`config.mk`:
```
export PLATFORM = sky130hd
export DESIGN_NAME = serial_regs_top
export DESIGN_NICKNAME = d
export VERILOG_FILES = /design/src/rtl/serial_regs_pkg.sv /design/src/rtl/serial_regs_decode.sv /design/src/rtl/serial_regs_cfg.sv /design/src/rtl/serial_regs_flags.sv /design/src/rtl/serial_regs_top.sv
export SDC_FILE = /design/constraint.sdc
export NUM_CORES = 1
export LEC_CHECK = 0
export BUFFER_PORTS_ARGS = -buffer_cell sky130_fd_sc_hd__buf_2
export CORE_MARGIN = 4
export CORE_UTILIZATION = 53
export CTS_BUF_LIST = sky130_fd_sc_hd__clkbuf_8
export DETAILED_ROUTE_END_ITERATION = 10
export PLACE_DENSITY = 0.79
export REMOVE_ABC_BUFFERS = 1
export SYNTH_ARGS = -nofsm -noshare
export SYNTH_HDL_FRONTEND = slang
export SYNTH_SLANG_ARGS = --single-unit
```
`constraint.sdc`:
```
create_clock -name clk -period 1.86 [get_ports clk]
set_input_delay 0.372 -clock clk [delete_from_list [all_inputs] [get_ports clk]]
set_output_delay 0.372 -clock clk [all_outputs]
set_load 0.05 [all_outputs]
```
`src/rtl/serial_regs_pkg.sv`:
```
// Shared constants and types for the serial register bank.
// Assumes byte offsets inside a 64-byte window and an 8-bit data path.
package serial_regs_pkg;

    // Register offsets within the bank
    localparam int OFF_MODE  = 'h00;
    localparam int OFF_BAUD  = 'h04;
    localparam int OFF_CTRL  = 'h08;
    localparam int OFF_TXD   = 'h0C;
    localparam int OFF_STAT  = 'h10;
    localparam int OFF_RXD   = 'h14;
    localparam int OFF_FCTL  = 'h18;
    localparam int OFF_RCNT  = 'h1C;
    localparam int OFF_PORT  = 'h20;
    localparam int OFF_LSTAT = 'h24;

    // Register select produced by the decoder
    typedef enum logic [3:0] {
        SEL_NONE, SEL_MODE, SEL_BAUD, SEL_CTRL, SEL_TXD,
        SEL_STAT, SEL_RXD, SEL_FCTL, SEL_RCNT, SEL_PORT, SEL_LSTAT
    } reg_sel_e;

    // Internal flag indices
    localparam int FL_DR    = 0;
    localparam int FL_RDF   = 1;
    localparam int FL_BRK   = 2;
    localparam int FL_TDE   = 3;
    localparam int FL_TEND  = 4;
    localparam int NUM_FLAGS = 5;

    // Control register bits with a side effect
    localparam int CTRL_TE  = 5;
    localparam int CTRL_RIE = 6;
    localparam int CTRL_TIE = 7;

    // Bit position of each internal flag inside the status byte
    function automatic int stat_pos(input int idx);
        case (idx)
            FL_DR:   return 0;
            FL_RDF:  return 1;
            FL_BRK:  return 4;
            FL_TDE:  return 5;
            default: return 6;
        endcase
    endfunction

endpackage

```
`src/rtl/serial_regs_decode.sv`:
```
// Address decoder: maps a byte offset to a register select.
// Any offset not listed maps to SEL_NONE. Purely combinational.
module serial_regs_decode
    import serial_regs_pkg::*;
#(
    parameter int ADDR_W = 6
) (
    input  logic [ADDR_W-1:0] addr,
    output reg_sel_e          sel
);

    // Exact-match decode of the ten mapped offsets
    always_comb begin
        case (addr)
            ADDR_W'(OFF_MODE):  sel = SEL_MODE;
            ADDR_W'(OFF_BAUD):  sel = SEL_BAUD;
            ADDR_W'(OFF_CTRL):  sel = SEL_CTRL;
            ADDR_W'(OFF_TXD):   sel = SEL_TXD;
            ADDR_W'(OFF_STAT):  sel = SEL_STAT;
            ADDR_W'(OFF_RXD):   sel = SEL_RXD;
            ADDR_W'(OFF_FCTL):  sel = SEL_FCTL;
            ADDR_W'(OFF_RCNT):  sel = SEL_RCNT;
            ADDR_W'(OFF_PORT):  sel = SEL_PORT;
            ADDR_W'(OFF_LSTAT): sel = SEL_LSTAT;
            default:            sel = SEL_NONE;
        endcase
    end

endmodule

```
`src/rtl/serial_regs_cfg.sv`:
```
// Masked configuration register: stores wdata & MASK on a write.
// Assumes the caller qualifies the write strobe with the decode.
module serial_regs_cfg #(
    parameter int           W    = 8,
    parameter logic [W-1:0] MASK = '1,
    parameter logic [W-1:0] RST  = '0
) (
    input  logic         clk,
    input  logic         rst_n,
    input  logic         we,
    input  logic [W-1:0] wdata,
    output logic [W-1:0] q
);

    // Hold the register; load the masked data on a write
    always_ff @(posedge clk) begin
        if (!rst_n)  q <= RST;
        else if (we) q <= wdata & MASK;
    end

endmodule

```
`src/rtl/serial_regs_flags.sv`:
```
// Bank of sticky flags, each with its own set and clear request.
// A set request beats a clear request in the same cycle.
module serial_regs_flags #(
    parameter int            NF      = 5,
    parameter logic [NF-1:0] RST_VAL = '0
) (
    input  logic          clk,
    input  logic          rst_n,
    input  logic [NF-1:0] set_vec,
    input  logic [NF-1:0] clr_vec,
    output logic [NF-1:0] flags_q
);

    for (genvar i = 0; i < NF; i++) begin : g_flag
        // One flag: set has priority over clear
        always_ff @(posedge clk) begin
            if (!rst_n)          flags_q[i] <= RST_VAL[i];
            else if (set_vec[i]) flags_q[i] <= 1'b1;
            else if (clr_vec[i]) flags_q[i] <= 1'b0;
        end
    end

endmodule

```
`src/rtl/serial_regs_top.sv`:
```
// Control/status register bank of a FIFO serial controller.
// Reads return data one cycle after rd_en. A write wins over a read
// in the same cycle. Receive events are single-cycle pulses.
module serial_regs_top
    import serial_regs_pkg::*;
#(
    parameter int                ADDR_W    = 6,
    parameter int                DATA_W    = 8,
    parameter int                CNT_W     = 5,
    parameter logic [DATA_W-1:0] MODE_MASK = 8'h7B,
    parameter logic [DATA_W-1:0] CTRL_MASK = 8'hFA,
    parameter logic [DATA_W-1:0] PORT_MASK = 8'hF3,
    parameter logic [DATA_W-1:0] BAUD_RST  = 8'hFF,
    parameter logic [DATA_W-1:0] CTRL_RST  = 8'h20
) (
    input  logic              clk,
    input  logic              rst_n,
    input  logic [ADDR_W-1:0] addr,
    input  logic              wr_en,
    input  logic              rd_en,
    input  logic [DATA_W-1:0] wdata,
    output logic [DATA_W-1:0] rdata,
    output logic              err,
    output logic [DATA_W-1:0] tx_byte,
    output logic              tx_valid,
    output logic              tx_irq,
    output logic              rx_irq,
    input  logic              rx_ready_evt,
    input  logic              rx_full_evt,
    input  logic              rx_break_evt,
    input  logic [DATA_W-1:0] rx_data,
    input  logic [CNT_W-1:0]  rx_level,
    output logic              rx_pop,
    output logic [DATA_W-1:0] fifo_ctrl
);

    localparam logic [NUM_FLAGS-1:0] FLAG_RST =
        NUM_FLAGS'((1 << FL_TDE) | (1 << FL_TEND));
    localparam int PAD_W = DATA_W - CNT_W;

    reg_sel_e              sel;
    logic                  rd;
    logic                  we_mode, we_baud, we_ctrl, we_port, we_fctl;
    logic                  we_stat, we_txd, rd_stat;
    logic [DATA_W-1:0]     mode_q, baud_q, ctrl_q, port_q;
    logic [NUM_FLAGS-1:0]  set_vec, clr_vec, flags_q;
    logic [DATA_W-1:0]     stat_byte;
    logic                  irq_set, irq_clr;

    serial_regs_decode #(.ADDR_W(ADDR_W)) decode_i (.addr(addr), .sel(sel));

    // Access qualification: a write suppresses a simultaneous read
    always_comb begin
        rd      = rd_en & ~wr_en;
        we_mode = wr_en && sel == SEL_MODE;
        we_baud = wr_en && sel == SEL_BAUD;
        we_ctrl = wr_en && sel == SEL_CTRL;
        we_port = wr_en && sel == SEL_PORT;
        we_fctl = wr_en && sel == SEL_FCTL;
        we_stat = wr_en && sel == SEL_STAT;
        we_txd  = wr_en && sel == SEL_TXD;
        rd_stat = rd && sel == SEL_STAT;
        rx_pop  = rd && sel == SEL_RXD;
    end

    serial_regs_cfg #(.W(DATA_W), .MASK(MODE_MASK), .RST('0))
        mode_i (.clk(clk), .rst_n(rst_n), .we(we_mode), .wdata(wdata), .q(mode_q));
    serial_regs_cfg #(.W(DATA_W), .MASK('1), .RST(BAUD_RST))
        baud_i (.clk(clk), .rst_n(rst_n), .we(we_baud), .wdata(wdata), .q(baud_q));
    serial_regs_cfg #(.W(DATA_W), .MASK(CTRL_MASK), .RST(CTRL_RST))
        ctrl_i (.clk(clk), .rst_n(rst_n), .we(we_ctrl), .wdata(wdata), .q(ctrl_q));
    serial_regs_cfg #(.W(DATA_W), .MASK(PORT_MASK), .RST('0))
        port_i (.clk(clk), .rst_n(rst_n), .we(we_port), .wdata(wdata), .q(port_q));
    serial_regs_cfg #(.W(DATA_W), .MASK('1), .RST('0))
        fctl_i (.clk(clk), .rst_n(rst_n), .we(we_fctl), .wdata(wdata), .q(fifo_ctrl));

    // Flag set requests from receive events and transmit side effects
    always_comb begin
        set_vec          = '0;
        set_vec[FL_DR]   = rx_ready_evt;
        set_vec[FL_RDF]  = rx_full_evt;
        set_vec[FL_BRK]  = rx_break_evt;
        set_vec[FL_TDE]  = rd_stat && ctrl_q[CTRL_TE];
        set_vec[FL_TEND] = (rd_stat && ctrl_q[CTRL_TE]) || (we_ctrl && !wdata[CTRL_TE]);
    end

    for (genvar i = 0; i < NUM_FLAGS; i++) begin : g_clr
        if (i == FL_TDE) begin : g_tde
            // Transmit-empty also clears on a transmit data write
            assign clr_vec[i] = (we_stat && !wdata[stat_pos(i)]) || we_txd;
        end else begin : g_other
            // Write-zero-to-clear from the status register
            assign clr_vec[i] = we_stat && !wdata[stat_pos(i)];
        end
    end

    serial_regs_flags #(.NF(NUM_FLAGS), .RST_VAL(FLAG_RST)) flags_i (
        .clk(clk), .rst_n(rst_n), .set_vec(set_vec), .clr_vec(clr_vec), .flags_q(flags_q)
    );

    // Scatter the internal flags into their status byte positions
    always_comb begin
        stat_byte = '0;
        for (int i = 0; i < NUM_FLAGS; i++) stat_byte[stat_pos(i)] = flags_q[i];
    end

    // Receive interrupt request terms
    always_comb begin
        irq_set = rx_full_evt && ctrl_q[CTRL_RIE];
        irq_clr = (we_ctrl && !wdata[CTRL_RIE]) ||
                  (we_stat && (!wdata[stat_pos(FL_RDF)] || !wdata[stat_pos(FL_DR)]));
    end

    // Receive interrupt line: set wins over clear
    always_ff @(posedge clk) begin
        if (!rst_n)       rx_irq <= 1'b0;
        else if (irq_set) rx_irq <= 1'b1;
        else if (irq_clr) rx_irq <= 1'b0;
    end

    // Transmit interrupt line follows the enable bit of each control write
    always_ff @(posedge clk) begin
        if (!rst_n)       tx_irq <= 1'b0;
        else if (we_ctrl) tx_irq <= wdata[CTRL_TIE];
    end

    // Transmit byte strobe, one cycle after the data write
    always_ff @(posedge clk) begin
        if (!rst_n) begin
            tx_valid <= 1'b0;
            tx_byte  <= '0;
        end else begin
            tx_valid <= we_txd;
            if (we_txd) tx_byte <= wdata;
        end
    end

    // Unmapped-offset error pulse
    always_ff @(posedge clk) begin
        if (!rst_n) err <= 1'b0;
        else        err <= (wr_en || rd_en) && sel == SEL_NONE;
    end

    // Registered read data mux, captured before any read side effect
    always_ff @(posedge clk) begin
        if (!rst_n) begin
            rdata <= '0;
        end else if (rd) begin
            case (sel)
                SEL_MODE: rdata <= mode_q;
                SEL_BAUD: rdata <= baud_q;
                SEL_CTRL: rdata <= ctrl_q;
                SEL_STAT: rdata <= stat_byte;
                SEL_RXD:  rdata <= rx_data;
                SEL_FCTL: rdata <= fifo_ctrl;
                SEL_RCNT: rdata <= {{PAD_W{1'b0}}, rx_level};
                SEL_PORT: rdata <= port_q;
                default:  rdata <= '0;
            endcase
        end
    end

endmodule

```
==> impl_results.md, run 1 <==
* Detail-routed net length per standard cell at 16.5 µm
* GRT Resource Usage Total at approximately 27%
* Prevailing post-synth register cell: sky130_fd_sc_hd__dfxtp_1
* Total via count after detailed routing at 2632
* Slew headroom at 70.8%
* Die width at 78.5 µm
* Avg Inst Size Synth at 8.36 µm²
* Buffers & Inverters on Critical Path at 2
* Area fraction in compound gates after synthesis at between 10% and 20%
* Vias in the first global route at 2605
* Post-synthesis instance area at 2630 µm²
* H-tree lvl count at 3
* Synth unique cells at 38
* Largest delay contributor family on the critical path: simple AND/OR/NAND/NOR gates
* Longest Clk Path Bufs at 2
* Post-Route Skew at 0.00724 ns
* Largest vdd supply drop at 0.669 mV
* Clock transition at the register clock pins on the worst setup and hold paths after CTS at 0.06 ns
* Fraction of the mapped netlist area in simple logic gates at a little over a quarter
* Multiplexer fraction of the synthesized cell area at 7.79%
* Fmax at 0.557 GHz
* CTS sink count at 58
* TritonCTS Buffers at 9
* Global placer's final weighted congestion at 0.963
* Post-synthesis xor/xnor area fraction at 0%
* Period utilisation layout at 96.5%
* Proportion of register bits with asynchronous set or reset after synthesis at 0%
* Die Y-Extent at 78.5 µm
* CP max stage delay at 0.32 ns
* Wire length reported by the detailed router at 7.65 mm
* Residual overflow from global routing at 0
* Final critical path time including I/O delays and setup at between 1.5 and 2 ns
* Starting Density at between 50% and 60%
* Maximum fanout along the worst path at 4
* Number of storage elements in the synthesis netlist at 58
* Pre-antenna DRT Iters at 4
* DRC violations left at 0
* Max-cap viol count at 0
* Capturing element type of the critical path: output port
* Power Dens Cells at 782 nW/µm²
* Global-route wire length before repair at 12.7 mm
* Leakage power summed over all cells at 1.52 nW
* Run status: finished clean
* Design area at 3330 µm²
* Number of max-slew violations in the final report at 0
* HPWL after DPL at 5.55 mm
* Number of buffers added to fix hold violations after cts at 0
* Arr. time, crit path at 1.42 ns
* Adder-cell area share of the yosys netlist at 0%
* Final Hold Vio Count at 0
* Gate count of the mapped netlist at 315
* # IOs at 63
* Sequential cell area at 1160 µm²
* Tightest Hold Check Type: in2reg
* Number of vias per cell after detailed routing at 5.67
* Area occupied by multi-input gates at ~1400 µm²
* Worst slack after detailed placement at -0.0263 ns
* Antenna-violating nets left at 0
* Ys Warns at 0
* Share of synthesized area occupied by flip-flops and latches at 44.1%
* Final net count at 427
* Placed Area at between 3000 and 4000 µm²
* Clock latency on the worst-skew pair at roughly 0.34 ns
* Layout cell share with drive strength beyond 1 at 28.5%
* Worst Setup Path Type: in2out
* Tot Pwr at about 2.6 mW
* Largest net degree at the start of global routing at 28
* Antenna cell count at 0
* CTS tree: built
* Setup-failing EPs final at 0
* Initial antenna violation count at 0
* Die Area at between 6000 and 7000 µm²
* Count of fill cells added during filler insertion at 426
* Signed area change from the synthesized netlist to the final layout at 26.5%
* Post-layout worst setup margin at ~0.066 ns
* Highest-delay cell along the critical path: sky130_fd_sc_hd__nor4b_4
* Tightest Pin Transition at 0.437 ns
* Worst Path Required at about 1.5 ns
* Number of enable-type register cells in the synthesized netlist at 0
* Count of buffers from port buffering at between 60 and 70
* List of cells traversed by the critical path: buf_2, nor4b_4, nor3b_4, and2_1, buf_4
* Number of core rows at 25
* CP startpoint kind: input port
* Drt first-iter violations at 238
* CTS root buf: sky130_fd_sc_hd__clkbuf_8
* Setup repair after global routing missed its margin: no
* Core region area at 4750 µm²
* Main combinational cell family by area after synthesis: simple AND/OR/NAND/NOR gates
==> Yosys cell counts, types with 3 or more instances <==
library cell                number  area share (%)
sky130_fd_sc_hd__nand3_1        29             5.5
sky130_fd_sc_hd__clkbuf_1       14             2.0
sky130_fd_sc_hd__dfxtp_1        58              44
sky130_fd_sc_hd__o21ai_0        12             2.3
sky130_fd_sc_hd__nor2_1         23             3.3
sky130_fd_sc_hd__nand2b_1        3            0.71
sky130_fd_sc_hd__nand2_1        60             8.6
sky130_fd_sc_hd__and3_1          5             1.2
sky130_fd_sc_hd__buf_4           3            0.86
sky130_fd_sc_hd__a31oi_1         3            0.71
sky130_fd_sc_hd__nand3b_1        4             1.1
sky130_fd_sc_hd__a22o_1          7             2.3
sky130_fd_sc_hd__nor2b_1         5             1.2
sky130_fd_sc_hd__mux2i_1        16             6.1
sky130_fd_sc_hd__a221oi_1        4             1.3
sky130_fd_sc_hd__a32oi_1         4             1.3
sky130_fd_sc_hd__buf_2           4            0.76
sky130_fd_sc_hd__and2_1          3            0.71
sky130_fd_sc_hd__a22oi_1         3            0.86
sky130_fd_sc_hd__a21oi_1        31             5.9
sky130_fd_sc_hd__o2bb2ai_1       3             1.0
==> metal layers <==
metal,GRT usage (%),routed length [µm]
met2,40.8,3650
met4,15.6,219
met3,5.62,602
met5,0,0
met1,35.3,3180
==> cells in the final DEF (no fill, tap or decap), drive strengths merged <==
cell type	synthesis	routed
a22oi	3	3
a21o	2	2
clkinv	0	2
mux2	2	2
nand2b	3	3
nand3b	4	4
dfxtp	58	58
nand4	1	1
nor4	1	1
o21ai	12	12
nor2b	5	5
a22o	7	7
nand3	29	29
nand2	60	60
a221oi	4	4
mux4	1	1
clkbuf	14	13
or4	1	1
nor2	25	25
o211ai	1	1
or3	1	1
nor3	3	3
a32oi	4	4
o2bb2ai	3	3
or3b	1	1
buf	7	88
and3	5	5
mux2i	16	16
nor4b	1	1
a31oi	3	3
nor3b	1	1
a21oi	31	31
a41o	1	1
and2	3	3
inv	2	2
==> flip-flops by register name, summed over array words and instances, names as in the netlist <==
| register | flops |
|---|---|
| ctrl_i.q | 5 |
| baud_i.q | 8 |
| flags_i.flags_q | 5 |
| port_i.q | 6 |
| rx_irq | 1 |
| tx_valid | 1 |
| mode_i.q | 6 |
| fctl_i.q | 8 |
| rdata | 8 |
| tx_byte | 8 |
| err | 1 |
| tx_irq | 1 |
==> final cells by class <==
| type | instances | share of cell area [%] |
|---|---|---|
| clock buffer | 13 | 5.37 |
| clock inverter | 2 | 0.301 |
| inverter | 2 | 0.225 |
| multi-input combinational | 234 | 41.1 |
| sequential | 58 | 34.9 |
| tap | 67 | 2.52 |
| timing repair buffer | 88 | 15.6 |
==> per-stage QoR <==
stage	hold slack, ns	util [%]	setup TNS [ns]	cells
after detailed placement	0.446	66.0	-0.289	449
after global placement	0.440	66.0	-0.280	449
after CTS	0.297	70.0	0	464
final	0.297	70.1	0	464
after global routing	0.312	70.1	0	464
after floorplan	0.433	-	-0.00486	294
==> report_power, final <==
group	internal, mW	switching (mW)
sequential	1.25	0.00518
combinational	0.0944	0.152
clock	0.617	0.483
total	1.96	0.640
==> path summary, 6_finish.rpt <==
path               start           to  slack (ns)  cells past startpoint
max              addr[5]       rx_pop        0.07                      5
min             wdata[2]  baud_i.q[2]        0.30                      3
min reg2reg   tx_byte[4]   tx_byte[4]        0.45                      2
max reg2reg  baud_i.q[4]     rdata[4]        0.35                      5
==> what timing repair did <==
action	CTS	global route
hold endpoints to repair	0	0
resized for setup	0	2
buffers inserted	0	0
setup endpoints to repair	0	1
==> worst min-delay path: stages <==
cell and delay (ns):
sky130_fd_sc_hd__buf_2 0.11, sky130_fd_sc_hd__nand2_1 0.05, sky130_fd_sc_hd__nand3_1 0.07
==> kinds of logic after synthesis <==
group	Yosys count
AND/OR/NAND/NOR	144
AO/OA/AOI/OAI	71
flip-flops	58
buffers and inverters	23
multiplexers	19
Power figures use the tool's default switching activity.
==> run 2, diff against run 1 <==
- CORE_ASPECT_RATIO: unset -> 0.5
- SKIP_LAST_GASP: unset -> 1
- TNS_END_PERCENT: unset -> 30
==> run 2 against run 1 <==
Maximum frequency decreased by 1.3%. Worst hold slack worse by 0.011 ns. Via count is 4.5% higher. Non-clock buffer count grew 6. Setup slack got worse by 0.023 ns. Clock power grew 17%. First-iteration DRC count rose by 29%. Largest cell class unchanged.
==> impl_results.md, run 2 (synthesis results as in run 1) <==
* Run status: finished clean
* Clock transition at the register clock pins on the worst setup and hold paths after CTS at 0.06 ns (about the same)
* CTS root buf: sky130_fd_sc_hd__clkbuf_8
* Drt first-iter violations at 308 (+29%)
* Switching pwr at 0.673 mW (+5.1%)
* HPWL after DPL at 6.01 mm (+8.3%)
* Design area at 3390 µm² (+1.8%)
* Beginning of the worst register-to-register path: flags_i.flags_q[1]
* Number of core rows at 17 (-32%)
* Final core area utilization at 73.8% (+3.8 points)
* Die width at 108 µm (+37%)
* CP startpoint kind: input port
* Total via count after detailed routing at 2751 (+4.5%)
* Period utilisation layout at 97.7% (+1.2 points)
* Non-filler cells, final at 470 (+1.3%)
* Signed area change from the synthesized netlist to the final layout at 28.8%
* Detail-routed net length per standard cell at 17.7 µm (+7.1%)
* Power Dens Cells at 826 nW/µm² (+5.6%)
* Wire length reported by the detailed router at 8.31 mm (+8.5%)
* Final net count at 433 (+1.4%)
* H-tree lvl count at 3 (unchanged)
* Leakage power summed over all cells at 1.55 nW (+2.2%)
* Flop pwr share at 44.9% (-3.4 points)
* Setup repair after global routing missed its margin: no
* Internal power at 2.13 mW (+8.4%)
* Total negative setup slack at 0 ns (unchanged)
* Initial antenna violation count at 0 (unchanged)
* Worst Setup Path Type: in2out
* Tightest Pin Transition at 0.427 ns (-0.0104 ns)
* GRT Resource Usage Total at 27.5% (+0.61 points)
* Number of vias per cell after detailed routing at 5.85 (+3.2%)
* Largest vdd supply drop at 0.794 mV (+19%)
* Fmax at 0.550 GHz (-1.3%)
* Final Hold Vio Count at 0 (unchanged)
* Internal reg-to-reg setup slack at 0.29 ns (-0.06 ns)
* Number of instances on the worst hold path at 3 (unchanged)
* Setup-failing EPs final at 0 (unchanged)
* Commonest non-fill, non-tap cell in the layout: sky130_fd_sc_hd__buf_2
* Largest net degree at the start of global routing at 33 (+18%)
* CTS sink count at 58 (unchanged)
* Hold endpoint: baud_i.q[2]
* Clock latency on the worst-skew pair at 0.33 ns (about the same)
* Vias in the first global route at 2583 (-0.84%)
* Worst Path Required at 1.49 ns (about the same)
* Global placer's final weighted congestion at 0.921 (-4.3%)
* Post-layout worst setup margin at 0.0429 ns (-0.0229 ns)
* Commonest non-fill, non-tap cells in the layout: 61 x sky130_fd_sc_hd__buf_2, 60 x sky130_fd_sc_hd__nand2_1, 58 x sky130_fd_sc_hd__dfxtp_1, 32 x sky130_fd_sc_hd__buf_4, 31 x sky130_fd_sc_hd__a21oi_1
* Count of buffers from port buffering at 62 (unchanged)
* Antenna cell count at 0 (unchanged)
* DRC violations left at 0 (unchanged)
* Placed Area at 3160 µm² (+0.76%)
* Worst hold-check slack at 0.286 ns (-0.0109 ns)
* Worst slack after detailed placement at -0.0600 ns (-0.0337 ns)
* TritonCTS Buffers at 9 (unchanged)
* Max-cap viol count at 0 (unchanged)
* Combinational group share of total power at 9.1% (-0.4 points)
* Pre-antenna DRT Iters at 5 (+1)
* Tot Pwr at 2.80 mW (+7.6%)
* Placed instance count at 453 (+0.89%)
* Antenna-violating nets left at 0 (unchanged)
* Maximum fanout along the worst path at 5 (+1)
* # IOs at 63 (unchanged)
* Longest Clk Path Bufs at 2 (unchanged)
* Core region area at 4590 µm² (-3.4%)
* Final critical path time including I/O delays and setup at 1.82 ns (+0.0229 ns)
* Startpoint of the most critical hold path: wdata[2]
* Die Y-Extent at 57.8 µm (-26%)
* Die Area at 6230 µm² (+1.1%)
* Global-route wire length before repair at 13.0 mm (+1.8%)
* CTS tree: built
* Capturing element type of the critical path: output port
* Post-Route Skew at 0.0113 ns (+0.00406 ns)
* Layout cell share with drive strength beyond 1 at 29.5% (+0.99 points)
* Residual overflow from global routing at 0 (unchanged)
* Number of max-slew violations in the final report at 0 (unchanged)
* Cells on worst reg2reg path at 5 (unchanged)
* Starting Density at 57.3% (+1.9 points)
* Slew headroom at 71.5% (+0.67 points)
* Fraction of power spent switching nets at 24.0% (-0.56 points)
* Arr. time, crit path at 1.45 ns (+0.03 ns)
* Critical register-to-register path endpoint: rdata[1]
* Clock power frac at 46.0% (+3.8 points)
* Tightest Hold Check Type: in2reg
run 2: how the worst max path moves through the flow:
stage / start / to / slack [ns]
6_report: addr[1] / rx_pop / 0.04
5_1_grt: addr[1] / rx_pop / 0.02
4_1_cts: addr[1] / rx_pop / 0.01
3_5_place_dp: addr[4] / rdata[4] / -0.06
3_3_place_gp: addr[4] / rdata[4] / -0.03
2_1_floorplan: addr[5] / rx_pop / -0.005
run 2: final cells by class:
class                      count  area, µm²
multi-input combinational    234       1370
fill                         373       1200
sequential                    58       1160
timing repair buffer          94        553
clock buffer                  10        138
tap                           66       82.6
clock inverter                 6       81.3
inverter                       2       7.51
run 2: per-layer routing:
layer	routed length, µm	global-route usage [%]
met3	1030	9.34
met2	3660	42.0
met5	0	0
met1	3530	36.6
met4	84	9.71
run 2: timing repair:
action / CTS / global route
buffers inserted: 0 / 1
hold buffers: 0 / 0
endpoints found under the setup margin: 0 / 1
resized for setup: 0 / 1
run 2: worst max-delay path, stage by stage:
cell and delay [ns]:
sky130_fd_sc_hd__buf_2 0.16, sky130_fd_sc_hd__nor4b_4 0.32, sky130_fd_sc_hd__nor3b_4 0.23, sky130_fd_sc_hd__and2_1 0.14, sky130_fd_sc_hd__clkbuf_4 0.22
run 2: power by group through the flow:
stage / combinational (mW) / sequential (mW) / clock, mW
finish: 0.255 / 1.26 / 1.29
global route: 0.272 / 1.26 / 1.37
CTS: 0.247 / 1.26 / 1.30
detailed placement: 0.244 / 1.29 / 0
global placement: 0.240 / 1.29 / 0
floorplan: 0.0826 / 1.30 / 0
==> run 3, diff against run 2 <==
- PLACE_DENSITY: 0.79 -> 0.78
- SYNTH_HIERARCHICAL: unset -> 1
==> run 3 against run 2 <==
The flow now finishes with violations (negative setup slack). Die area rose by 12%. First-iteration DRC count decreased by 18%. Clock skew shrank 0.0041 ns. Sequential share of layout area shrank 4.8 points. Combinational power rose by 37%. Flip-flop and latch count up 1. Critical endpoint unchanged. Largest cell class unchanged.
==> impl_results.md, run 3 <==
* List of cells traversed by the critical path: buf_8, nand2_4, xor2_2, nor4_2, buf_4, nand2b_4, nor3_4, buf_6
* Clock latency on the worst-skew pair at 0.35 ns (+0.02 ns)
* Post-synthesis instance area at 2970 µm² (+13%)
* Violations in the final reports: negative setup slack
* CP startpoint kind: input port
* Total via count after detailed routing at 2828 (+2.8%)
* Placed instance count at 478 (+5.5%)
* # IOs at 63 (unchanged)
* Die width at 114 µm (+5.8%)
* CTS tree: built
* Cell with the most instances after synthesis: sky130_fd_sc_hd__dfxtp_1
* Largest delay contributor family on the critical path: simple AND/OR/NAND/NOR gates
* Setup repair after global routing missed its margin: yes
* Number of max-slew violations in the final report at 0 (unchanged)
* Wire length reported by the detailed router at 9.35 mm (+13%)
* Fraction of the mapped netlist area in simple logic gates at 23.2% (-4.1 points)
* Longest Clk Path Bufs at 2 (unchanged)
* Antenna cell count at 0 (unchanged)
* Die Y-Extent at 61.0 µm (+5.4%)
* Pre-antenna DRT Iters at 5 (unchanged)
* Capturing element type of the critical path: output port
* Non-filler cells, final at 501 (+6.6%)
* Avg Inst Size Synth at 9.35 µm² (+12%)
* DRC violations left at 0 (unchanged)
* CTS root buf: sky130_fd_sc_hd__clkbuf_8
* Prevailing post-synth register cell: sky130_fd_sc_hd__dfxtp_1
* Commonest non-fill, non-tap cells in the layout: 59 x sky130_fd_sc_hd__dfxtp_1, 57 x sky130_fd_sc_hd__buf_2, 47 x sky130_fd_sc_hd__mux2i_1, 46 x sky130_fd_sc_hd__buf_4, 31 x sky130_fd_sc_hd__nand2_1
* Largest vdd supply drop at 0.680 mV (-14%)
* Tightest Hold Check Type: in2reg
* Number of vias per cell after detailed routing at 5.64 (-3.6%)
* Run status: finished, violations left
* Power Dens Cells at 697 nW/µm² (-16%)
* Synth unique cells at 53 (+39%)
* Area fraction in compound gates after synthesis at 12.6% (-4.3 points)
* HPWL after DPL at 6.57 mm (+9.4%)
* Clock transition at the register clock pins on the worst setup and hold paths after CTS at 0.07 ns (about the same)
* Largest net degree at the start of global routing at 26 (-21%)
* Count of fill cells added during filler insertion at 353 (-5.4%)
* Antenna-violating nets left at 0 (unchanged)
* CP max stage delay at 0.26 ns (-0.06 ns)
* Ys Warns at 6 (+6)
* Worst slack after detailed placement at -0.389 ns (-0.329 ns)
* Count of buffers from port buffering at 62 (unchanged)
* Global placer's final weighted congestion at 0.985 (+6.9%)
* Starting Density at 57.4% (+0.12 points)
* Multiplexer fraction of the synthesized cell area at 17.6% (+9.8 points)
* Dominant cells by area after synthesis: sky130_fd_sc_hd__dfxtp_1 40%, sky130_fd_sc_hd__mux2i_1 16%, sky130_fd_sc_hd__nor2b_1 6.3%
* Number of enable-type register cells in the synthesized netlist at 0 (unchanged)
* H-tree lvl count at 3 (unchanged)
* Max-cap viol count at 0 (unchanged)
* Fmax at 0.508 GHz (-7.6%)
* Main combinational cell family by area after synthesis: simple AND/OR/NAND/NOR gates
* Arr. time, crit path at 1.60 ns (+0.15 ns)
* Gate count of the mapped netlist at 318 (+0.95%)
* Worst Path Required at 1.49 ns (about the same)
* Share of synthesized area occupied by flip-flops and latches at 39.7% (-4.4 points)
* Global-route wire length before repair at 13.9 mm (+7.4%)
* Detail-routed net length per standard cell at 18.7 µm (+5.6%)
* Proportion of register bits with asynchronous set or reset after synthesis at 0% (unchanged)
* Tightest Pin Transition at 0.510 ns (+0.0829 ns)
* Post-synth top area share at 39.7% (-4.4 points)
* Number of storage elements in the synthesis netlist at 59 (+1.7%)
* Residual overflow from global routing at 0 (unchanged)
* Signed area change from the synthesized netlist to the final layout at 35.0%
* Number of core rows at 18 (+1)
* Final core area utilization at 77.5% (+3.7 points)
* Highest-delay cell along the critical path: sky130_fd_sc_hd__nor4_2
* Layout cell share with drive strength beyond 1 at 37.8% (+8.4 points)
* Final critical path time including I/O delays and setup at 1.97 ns (+0.150 ns)
* Post-Route Skew at 0.00723 ns (-0.00407 ns)
* Commonest non-fill, non-tap cell in the layout: sky130_fd_sc_hd__dfxtp_1
* Core region area at 5180 µm² (+13%)
* Drt first-iter violations at 254 (-18%)
* Adder-cell area share of the yosys netlist at 0% (unchanged)
* Buffers & Inverters on Critical Path at 3 (+1)
* Post-synthesis xor/xnor area fraction at 0.294% (+0.29 points)
* Final net count at 460 (+6.2%)
* Placed Area at 3600 µm² (+14%)
* CTS sink count at 59 (+1.7%)
* Period utilisation layout at 106% (+8.1 points)
* Maximum fanout along the worst path at 7 (+2)
* TritonCTS Buffers at 9 (unchanged)
* GRT Resource Usage Total at 27.1% (-0.40 points)
* Vias in the first global route at 2678 (+3.7%)
* Initial antenna violation count at 0 (unchanged)
* Library cell occupying the most area in the post-synthesis netlist: sky130_fd_sc_hd__dfxtp_1
* Design area at 4010 µm² (+18%)
* Setup-failing EPs final at 10 (+10)
* Cell types with the highest counts after synthesis: 59 x sky130_fd_sc_hd__dfxtp_1, 49 x sky130_fd_sc_hd__mux2i_1, 32 x sky130_fd_sc_hd__nand2_1
* Leakage power summed over all cells at 1.69 nW (+8.6%)
* Die Area at 6950 µm² (+12%)
* Worst Setup Path Type: in2out
* Post-layout worst setup margin at -0.107 ns (-0.150 ns)
* Final Hold Vio Count at 0 (unchanged)
* Slew headroom at 65.9% (-5.5 points)
## run 3: logic make-up (layout without fill, tap and decap cells)
group,after synthesis,in the layout
AOI/OAI and AO/OA,54,54
xor gates and xnor gates,1,1
buffers and inverters,25,135
DFF,59,59
muxes,51,51
other,3,6
and+or+nand+nor,125,125
## run 3: per-stage QoR
step                TNS [ns]  power [mW]  hold slack (ns)
floorplan            -131.21        1.46            0.432
global placement      -13.64        1.61            0.433
detailed placement    -14.96        1.62            0.436
CTS                  -0.0649        2.78            0.235
global route           -1.19        2.89            0.239
finish                -0.340        2.80            0.248
## run 3: path summary, 6_finish.rpt
| path | slack [ns] | start | to | depth (start not counted) |
|---|---|---|---|---|
| max | -0.11 | addr[3] | rx_pop | 8 |
| min | 0.25 | rx_break_evt | flags_i/flags_q[2] | 2 |
| max reg2reg | 0.65 | ctrl_i/q[6] | rdata[6] | 4 |
| min reg2reg | 0.45 | rdata[7] | rdata[7] | 2 |
## run 3: metal layers
layer | vias to the layer above | wire length, µm | GRT usage (%)
li1 | 1321 | - | -
met1 | 1339 | 4110 | 35.3
met2 | 147 | 4130 | 42.8
met3 | 21 | 914 | 9.06
met4 | 0 | 191 | 9.64
met5 | - | 0 | 0
## run 3: area by class of cell
class | instances | area, µm² | share of cell area [%]
multi-input cells | 237 | 1750 | 43.5
repair buffers | 114 | 785 | 19.5
well taps | 70 | 87.6 | 2.18
clock inverters | 6 | 57.6 | 1.43
inverters | 5 | 18.8 | 0.468
clock buffers | 10 | 138 | 3.43
flip-flops and latches | 59 | 1180 | 29.4
## run 3: where the power goes
group / internal (mW) / switching, mW / total, mW / leakage, nW
logic: 0.156 / 0.193 / 0.349 / 1.11
clock network: 0.642 / 0.518 / 1.16 / 0.101
registers: 1.28 / 0.00801 / 1.29 / 0.477
## run 3: timing repair
| action | CTS | global route |
|---|---|---|
| cloned | 0 | 1 |
| pin swaps | 4 | 5 |
| gates resized for setup | 15 | 23 |
| hold buffers | 0 | 0 |
| setup buffers | 5 | 2 |
| endpoints found under the setup margin | 4 | 40 |
## run 3: worst reg2reg max path, stage by stage, from the launching register on
cell	delay, ns
sky130_fd_sc_hd__dfxtp_1	0.37
sky130_fd_sc_hd__mux2_1	0.32
sky130_fd_sc_hd__a22o_1	0.19
sky130_fd_sc_hd__a22oi_2	0.15
sky130_fd_sc_hd__o21ai_1	0.07
